$ cat src/rtl/dbgq_pkg.sv
package dbgq_pkg;

  typedef struct packed {
    logic        en;
    logic [3:0]  kind;
    logic [31:0] val;
  } lnk_entry_t;

  typedef enum logic [1:0] {
    CTX_NONE = 2'd0,
    CTX_ONE  = 2'd1,
    CTX_TWO  = 2'd2
  } ctx_sel_e;

  localparam logic [3:0] LT_BY_LEVEL = 4'd3;
  localparam logic [3:0] LT_CTX_ONE  = 4'd7;
  localparam logic [3:0] LT_CTX_TWO  = 4'd13;

  // security filter
  function automatic logic ssc_ok(input logic [1:0] ssc, input logic sec);
    case (ssc)
      2'd0:    return 1'b1;
      2'd2:    return sec;
      default: return !sec;
    endcase
  endfunction

  // privilege filter
  function automatic logic level_ok(input logic [1:0] el, input logic [1:0] pac,
                                    input logic hmc);
    case (el)
      2'd0:    return pac[1];
      2'd1:    return pac[0];
      default: return hmc;
    endcase
  endfunction

  // which context ID a linked entry compares against
  function automatic ctx_sel_e ctx_pick(input logic [3:0] kind, input logic [1:0] el,
                                        input logic host, input logic tge);
    case (kind)
      LT_CTX_ONE:  return CTX_ONE;
      LT_CTX_TWO:  return CTX_TWO;
      LT_BY_LEVEL: begin
        case (el)
          2'd3:    return CTX_NONE;
          2'd2:    return host ? CTX_TWO : CTX_NONE;
          2'd1:    return CTX_ONE;
          default: return (host && tge) ? CTX_TWO : CTX_ONE;
        endcase
      end
      default:     return CTX_NONE;
    endcase
  endfunction

endpackage

$ cat src/rtl/dbgq_link_table.sv
module dbgq_link_table
  import dbgq_pkg::*;
#(
  parameter int NUM_SLOTS = 4,
  parameter int NUM_BRPS  = 6,
  parameter int NUM_CTX   = 2,
  parameter int LBN_W     = 4
) (
  input  logic                       clk,
  input  logic                       rst,
  input  logic                       we,
  input  logic [LBN_W-1:0]           widx,
  input  logic [31:0]                wctrl,
  input  logic [31:0]                wval,
  input  logic [NUM_SLOTS*LBN_W-1:0] lbn_i,
  input  logic [1:0]                 cur_el,
  input  logic                       host_ext,
  input  logic                       trap_gen,
  input  logic [31:0]                ctx1,
  input  logic [31:0]                ctx2,
  output logic [NUM_SLOTS-1:0]       link_ok
);

  localparam int FIRST = NUM_BRPS - NUM_CTX;

  lnk_entry_t tbl [NUM_CTX];

  for (genvar e = 0; e < NUM_CTX; e++) begin : g_ent
    always_ff @(posedge clk) begin
      if (rst) begin
        tbl[e] <= '0;
      end else if (we && (int'(widx) == FIRST + e)) begin
        tbl[e] <= '{en: wctrl[0], kind: wctrl[23:20], val: wval};
      end
    end
  end

  for (genvar s = 0; s < NUM_SLOTS; s++) begin : g_look
    logic [LBN_W-1:0] lbn;
    lnk_entry_t       ent;
    logic             in_rng;
    ctx_sel_e         sel;
    logic [31:0]      cmp;

    assign lbn = lbn_i[s*LBN_W +: LBN_W];

    always_comb begin
      ent    = '0;
      in_rng = 1'b0;
      for (int e = 0; e < NUM_CTX; e++) begin
        if (int'(lbn) == FIRST + e) begin
          ent    = tbl[e];
          in_rng = 1'b1;
        end
      end
      sel = ctx_pick(ent.kind, cur_el, host_ext, trap_gen);
      case (sel)
        CTX_ONE: cmp = ctx1;
        CTX_TWO: cmp = ctx2;
        default: cmp = '0;
      endcase
      link_ok[s] = in_rng && ent.en && (sel != CTX_NONE) && (cmp == ent.val);
    end
  end

endmodule

$ cat src/rtl/dbgq_slot_qual.sv
module dbgq_slot_qual
  import dbgq_pkg::*;
(
  input  logic       hit,
  input  logic [1:0] pac,
  input  logic       hmc,
  input  logic [1:0] ssc,
  input  logic       linked,
  input  logic       link_ok,
  input  logic [1:0] eff_el,
  input  logic       secure,
  output logic       pass
);

  logic sec_pass;
  logic lvl_pass;
  logic lnk_pass;

  assign sec_pass = ssc_ok(ssc, secure);
  assign lvl_pass = level_ok(eff_el, pac, hmc);
  assign lnk_pass = !linked || link_ok;
  assign pass     = hit && sec_pass && lvl_pass && lnk_pass;

endmodule

$ cat src/rtl/dbg_event_qualifier.sv
module dbg_event_qualifier
  import dbgq_pkg::*;
#(
  parameter int NUM_SLOTS = 4,
  parameter int NUM_BRPS  = 6,
  parameter int NUM_CTX   = 2,
  parameter int LBN_W     = 4
) (
  input  logic                       clk,
  input  logic                       rst,
  input  logic                       kind_wp,
  input  logic                       mon_en,
  input  logic                       dbg_allowed,
  input  logic                       ss_active,
  input  logic                       ss_state,
  input  logic                       compressed,
  input  logic [1:0]                 pc_lo,
  input  logic [1:0]                 cur_el,
  input  logic                       secure,
  input  logic                       unpriv,
  input  logic                       host_ext,
  input  logic                       trap_gen,
  input  logic [31:0]                ctx_id1,
  input  logic [31:0]                ctx_id2,
  input  logic [NUM_SLOTS-1:0]       slot_hit,
  input  logic [2*NUM_SLOTS-1:0]     slot_pac,
  input  logic [NUM_SLOTS-1:0]       slot_hmc,
  input  logic [2*NUM_SLOTS-1:0]     slot_ssc,
  input  logic [NUM_SLOTS-1:0]       slot_linked,
  input  logic [LBN_W*NUM_SLOTS-1:0] slot_lbn,
  input  logic                       lnk_we,
  input  logic [LBN_W-1:0]           lnk_idx,
  input  logic [31:0]                lnk_ctrl,
  input  logic [31:0]                lnk_val,
  output logic [NUM_SLOTS-1:0]       slot_match_o,
  output logic                       event_o
);

  logic                 global_ok;
  logic                 step_pending;
  logic                 pc_misaligned;
  logic                 bp_block;
  logic [1:0]           eff_el;
  logic [NUM_SLOTS-1:0] link_ok;
  logic [NUM_SLOTS-1:0] slot_pass;
  logic [NUM_SLOTS-1:0] match_d;

  assign global_ok     = mon_en && dbg_allowed;
  assign step_pending  = ss_active && !ss_state;
  assign pc_misaligned = !compressed && (pc_lo != 2'b00);
  assign bp_block      = !kind_wp && (step_pending || pc_misaligned);
  assign eff_el        = (kind_wp && unpriv) ? 2'd0 : cur_el;

  dbgq_link_table #(
    .NUM_SLOTS(NUM_SLOTS), .NUM_BRPS(NUM_BRPS), .NUM_CTX(NUM_CTX), .LBN_W(LBN_W)
  ) u_link (
    .clk(clk), .rst(rst), .we(lnk_we), .widx(lnk_idx), .wctrl(lnk_ctrl),
    .wval(lnk_val), .lbn_i(slot_lbn), .cur_el(cur_el), .host_ext(host_ext),
    .trap_gen(trap_gen), .ctx1(ctx_id1), .ctx2(ctx_id2), .link_ok(link_ok)
  );

  for (genvar s = 0; s < NUM_SLOTS; s++) begin : g_slot
    dbgq_slot_qual u_q (
      .hit(slot_hit[s]), .pac(slot_pac[2*s +: 2]), .hmc(slot_hmc[s]),
      .ssc(slot_ssc[2*s +: 2]), .linked(slot_linked[s]), .link_ok(link_ok[s]),
      .eff_el(eff_el), .secure(secure), .pass(slot_pass[s])
    );
  end

  assign match_d = (global_ok && !bp_block) ? slot_pass : '0;

  always_ff @(posedge clk) begin
    if (rst) begin
      slot_match_o <= '0;
      event_o      <= 1'b0;
    end else begin
      slot_match_o <= match_d;
      event_o      <= |match_d;
    end
  end

endmodule

$ cat config.mk
export PLATFORM = sky130hd
export DESIGN_NAME = dbg_event_qualifier
export DESIGN_NICKNAME = d
export VERILOG_FILES = /design/src/rtl/dbgq_pkg.sv /design/src/rtl/dbgq_link_table.sv /design/src/rtl/dbgq_slot_qual.sv /design/src/rtl/dbg_event_qualifier.sv
export SDC_FILE = /design/constraint.sdc
export NUM_CORES = 1
export LEC_CHECK = 0
export ABC_AREA = 1
export BUFFER_PORTS_ARGS = -buffer_cell sky130_fd_sc_hd__buf_4
export CAP_MARGIN = 10
export CORE_MARGIN = 4
export CORE_UTILIZATION = 55
export CTS_CLUSTER_SIZE = 8
export DETAILED_ROUTE_END_ITERATION = 8
export PLACE_DENSITY = 0.77
export SLEW_MARGIN = 5
export SYNTH_ARGS = -nofsm -noshare
export SYNTH_HDL_FRONTEND = slang
export SYNTH_SLANG_ARGS = --single-unit
$ cat constraint.sdc
create_clock -name clk -period 6.3 [get_ports clk]
set_input_delay 0.315 -clock clk [delete_from_list [all_inputs] [get_ports clk]]
set_output_delay 0.315 -clock clk [all_outputs]
set_load 0.005 [all_outputs]
==> run summary <==
The run finished with clean final reports. The clock tree synthesis step divided the H-tree into 3 levels. The final layout contains 2108 nets.

For the number of maximum-capacitance violations, the log shows 0. The power per cell area is 131 mW/mm^2. The number of antenna violations at the first check in global routing is 0. Global routing used 53.6% of the available met1 tracks. The logic depth of the worst register-to-register path is 23, and the remaining antenna violation count is 0. Summed over its instances, the top area cell type makes up 27.2% of the synthesized netlist area. In the synthesized netlist, mux cells make up 0% of the area. TritonCTS built the clock tree.

For hold timing, the worst endpoint is event_o$_SDFF_PP0_. The endpoint required time on the critical path came out at 6.57 ns. The tools report the floorplan die area as 0.0204 sq mm. The count of final hold-check violations came out at 0. The number of inserted diodes is 0.

In this run the static leakage power is 5.74 nW. The startpoint identified for the worst register-to-register timing path is u_link.tbl[0][32]$_SDFFCE_PN0P_. The most used routing layer was met1. For the maximum number of pins on one net before global-route repair, the log shows 59. The core area was 0.0179 sq mm. By area, the combinational part of the netlist is dominated by simple AND/OR/NAND/NOR gates.

Adder-cell share of the synthesized area: 1.50%. In this run the horizontal extent of the chip is 143 microns. The via count of the first global-routing pass came out at 10700. STA puts the critical path data arrival time at 4.95 ns.

Among all flip-flop cells after synthesis, the most frequent one is sky130_fd_sc_hd__edfxtp_1. For the remaining max-slew budget at the tightest pin, the log shows 18.7%. The actual slew at the worst max-slew pin is 1.22 ns, and the power consumption is 0.00152 W. Worst min-delay path startpoint: rst. Setup repair after global routing left no endpoint under its margin. The tools report the clock root buffer as sky130_fd_sc_hd__clkbuf_16.

Initial core utilization: 55.8%. The number of clock buffers added by TritonCTS is 9. The worst hold path class was input pin to register. Clock tree synthesis found a total of 79 sinks.

The cell area that synthesis handed to floorplanning was 0.00998 sq mm. After synthesis, the share of flip-flops with an asynchronous set or reset is 0%. The total of flip-flops plus latches after synthesis is 79, and the global routing met3 resource utilization is 10.6%. The sequential element share of the synthesized area is 23.3%, and the post-detailed-route DRC marker count is 0. Across every metal layer, demand over resource in global routing totals 36.5%. The synthesized netlist devotes 1.32% of its cell area to XOR and XNOR gates. The tools report the critical path capture point type as a register. After routing, the total negative slack on setup checks comes to 0 ns. The share of cells above drive strength 1 works out to 12.3%. Compared with the post-synthesis result, the final layout area differs by 16.3%.

In this run the tool buffered the top-level ports with 170 buffer cells. The floorplan has 49 rows. In the synthesized netlist, the cells that appear most often are 723 x sky130_fd_sc_hd__nand2_1, 287 x sky130_fd_sc_hd__nand3_1, 195 x sky130_fd_sc_hd__inv_1. The run gives 198 as the number of I/O pins. The cell type with the largest total area after synthesis was sky130_fd_sc_hd__nand2_1. The most used standard cell by instance count after synthesis is sky130_fd_sc_hd__nand2_1.

Final count of pins violating max slew: 0. The clock arrives with 0.00737 ns of skew. The number of instances on the worst hold path came out at 2. The first global-routing pass estimated 58.2 mm of wire.

The tools report the worst reg-to-reg setup slack as 2.09 ns. Fraction of the mapped netlist area in simple logic gates: 51.1%. The worst register-to-register path ends at event_o$_SDFF_PP0_. The peak ir drop on the vdd network is 0.300 mV. After clock tree synthesis, the setup repair step added 0 buffers. The via density per instance is 5.83, and the count of fill cells added during filler insertion is 1787. For the number of distinct library cell variants in the gate-level netlist after synthesis, the log shows 36. The clock reaches the later pin of the worst-skew pair after 0.33 ns. The upper clock frequency limit was 0.214 GHz; the number of iterations in the first detailed-routing pass was 6. For this run the aggregate overflow at the end of global routing stands at 0. After clock tree synthesis, the repair step resized 0 gates. Yosys printed 0 warnings. The floorplan die height works out to 143 microns.

The fraction of the mapped netlist area in compound gates is 10.6%. The critical path is of the input pin to register type. Of all nets on the critical path, the largest fanout is 27.

For the total setup violations reported at the end of the flow, the log shows 0. STA classifies the critical path startpoint as an input pin. The clock-pin transition on the worst setup and hold timing paths came out at 0.06 ns. The routed design could run at a clock period as short as 4.68 ns.

Yosys attributes the largest share of cell area to sky130_fd_sc_hd__nand2_1 27%, sky130_fd_sc_hd__edfxtp_1 22%, sky130_fd_sc_hd__nand3_1 14%, sky130_fd_sc_hd__inv_1 7.3%, sky130_fd_sc_hd__nor2_1 5.6%. In the global route stage, met2 resource usage came out at 51.7%. The number of nets handed over by synthesis was 1990. In this run, the number of DRC markers left after iteration 0 of detailed routing was 1832.

Counting every instance in the synthesized netlist gives 1785. The logs give 12500 for the total via count after detailed routing and 1.00 for the final weighted congestion in routability-driven placement. Dividing the final minimum period by the clock period gives 74.3%. Detailed placement finished with a half-perimeter wire length of 29.2 mm.

Average footprint of a synthesized cell: 5.59 sq um. Counting flops with a built-in enable in the synthesized netlist gives 74. The detailed-route wire length per cell came out at 18.1 microns. After detailed routing, the total wire length is 38.6 mm. After clock tree synthesis, the flow added hold-fix buffers numbering 0.

The deepest clock path buffer count is 2.
-- sequential cells by signal, summed over array words and instances, names as in the netlist --
| register | cells |
|---|---|
| event_o | 1 |
| slot_match_o | 4 |
| u_link.tbl | 74 |
-- critical path, cell delays in order --
cell,delay [ns]
sky130_fd_sc_hd__buf_4,0.10
sky130_fd_sc_hd__inv_1,0.06
sky130_fd_sc_hd__nor2_4,0.06
sky130_fd_sc_hd__buf_4,0.31
sky130_fd_sc_hd__nand2_2,0.31
sky130_fd_sc_hd__o22ai_1,0.26
sky130_fd_sc_hd__nand2_1,0.08
sky130_fd_sc_hd__nor2_1,0.12
sky130_fd_sc_hd__inv_1,0.06
sky130_fd_sc_hd__o31ai_1,0.45
sky130_fd_sc_hd__inv_1,0.14
sky130_fd_sc_hd__ha_1,0.48
sky130_fd_sc_hd__inv_1,0.78
sky130_fd_sc_hd__nand2_1,0.25
sky130_fd_sc_hd__inv_1,0.10
sky130_fd_sc_hd__nand2_1,0.06
sky130_fd_sc_hd__nand2_1,0.09
sky130_fd_sc_hd__nand2_1,0.07
sky130_fd_sc_hd__nor2_1,0.15
sky130_fd_sc_hd__nand2_1,0.08
sky130_fd_sc_hd__nor2_1,0.09
sky130_fd_sc_hd__nand2_1,0.05
sky130_fd_sc_hd__nand2_1,0.18
sky130_fd_sc_hd__nand2_1,0.11
sky130_fd_sc_hd__nand2_1,0.08
sky130_fd_sc_hd__nor2_1,0.05
sky130_fd_sc_hd__nor2_1,0.07
-- cell usage in the layout (no fill, tap or decap), types with 13 or more instances in the layout --
cell type | netlist | layout
sky130_fd_sc_hd__a21o_1 | 15 | 15
sky130_fd_sc_hd__a21oi_1 | 39 | 39
sky130_fd_sc_hd__a22o_1 | 16 | 16
sky130_fd_sc_hd__buf_4 | 13 | 199
sky130_fd_sc_hd__edfxtp_1 | 74 | 74
sky130_fd_sc_hd__inv_1 | 195 | 195
sky130_fd_sc_hd__nand2_1 | 723 | 723
sky130_fd_sc_hd__nand3_1 | 287 | 287
sky130_fd_sc_hd__nand3b_1 | 13 | 13
sky130_fd_sc_hd__nand4_1 | 21 | 21
sky130_fd_sc_hd__nor2_1 | 150 | 149
sky130_fd_sc_hd__o21ai_0 | 53 | 53
sky130_fd_sc_hd__o21ai_1 | 14 | 14
sky130_fd_sc_hd__o22ai_1 | 17 | 17
sky130_fd_sc_hd__xor2_1 | 15 | 15
-- routing by layer --
layer | vias to the layer above | share of wire, %
met5 | - | 0
met4 | 0 | 3.2
met3 | 79 | 17
met2 | 902 | 40
met1 | 5500 | 40
li1 | 5983 | -
-- how the worst max path moves through the flow --
stage,slack (ns),cells past startpoint,start,endpoint
2_1_floorplan,3.07,27,slot_lbn[6],event_o$_SDFF_PP0_
3_3_place_gp,1.58,23,slot_lbn[13],event_o$_SDFF_PP0_
3_5_place_dp,1.53,27,slot_lbn[4],event_o$_SDFF_PP0_
4_1_cts,1.85,27,slot_lbn[4],event_o$_SDFF_PP0_
5_1_grt,1.33,28,slot_lbn[4],event_o$_SDFF_PP0_
6_report,1.62,27,slot_lbn[4],event_o$_SDFF_PP0_
-- power breakdown --
part | internal, W | switching, W
clock | 0.000345 | 0.000193
combinational | 0.000125 | 0.000203
sequential | 0.000606 | 0.0000441
-- stage by stage --
| step | setup WS, ns | cell area (sq um) | hold WS (ns) | utilization (%) | std cells |
|---|---|---|---|---|---|
| 6_report | 1.62 | 11600 | 0.209 | 64.8 | 2137 |
| 5_1_grt | 1.33 | 11600 | 0.214 | 64.8 | 2137 |
| 4_1_cts | 1.85 | 11600 | 0.206 | 64.8 | 2137 |
| 3_5_place_dp | 1.53 | 11300 | 0.546 | 63.1 | 2121 |
| 3_3_place_gp | 1.58 | 11300 | 0.539 | 63.1 | 2121 |
| 2_1_floorplan | 3.07 | 9980 | 0.387 | - | 1785 |
-- cell type report --
class	count	area, sq um	share of cell area [%]
Inverter	197	739	6.37
Timing Repair Buffer	199	1490	12.9
Multi-Input combinational cell	1417	6450	55.6
Sequential cell	79	2320	20.0
Clock inverter	6	85.1	0.733
Tap cell	229	287	2.47
Clock buffer	10	229	1.97
-- logic make-up after synthesis --
family                   count (synthesis)
buffers and inverters                  289
XOR/XNOR                                15
AO/OA/AOI/OAI                          175
flip-flops                              79
AND/OR/NAND/NOR                       1215
adder cells (fa/ha/maj)                 12
(Power assumes the default switching activity.)
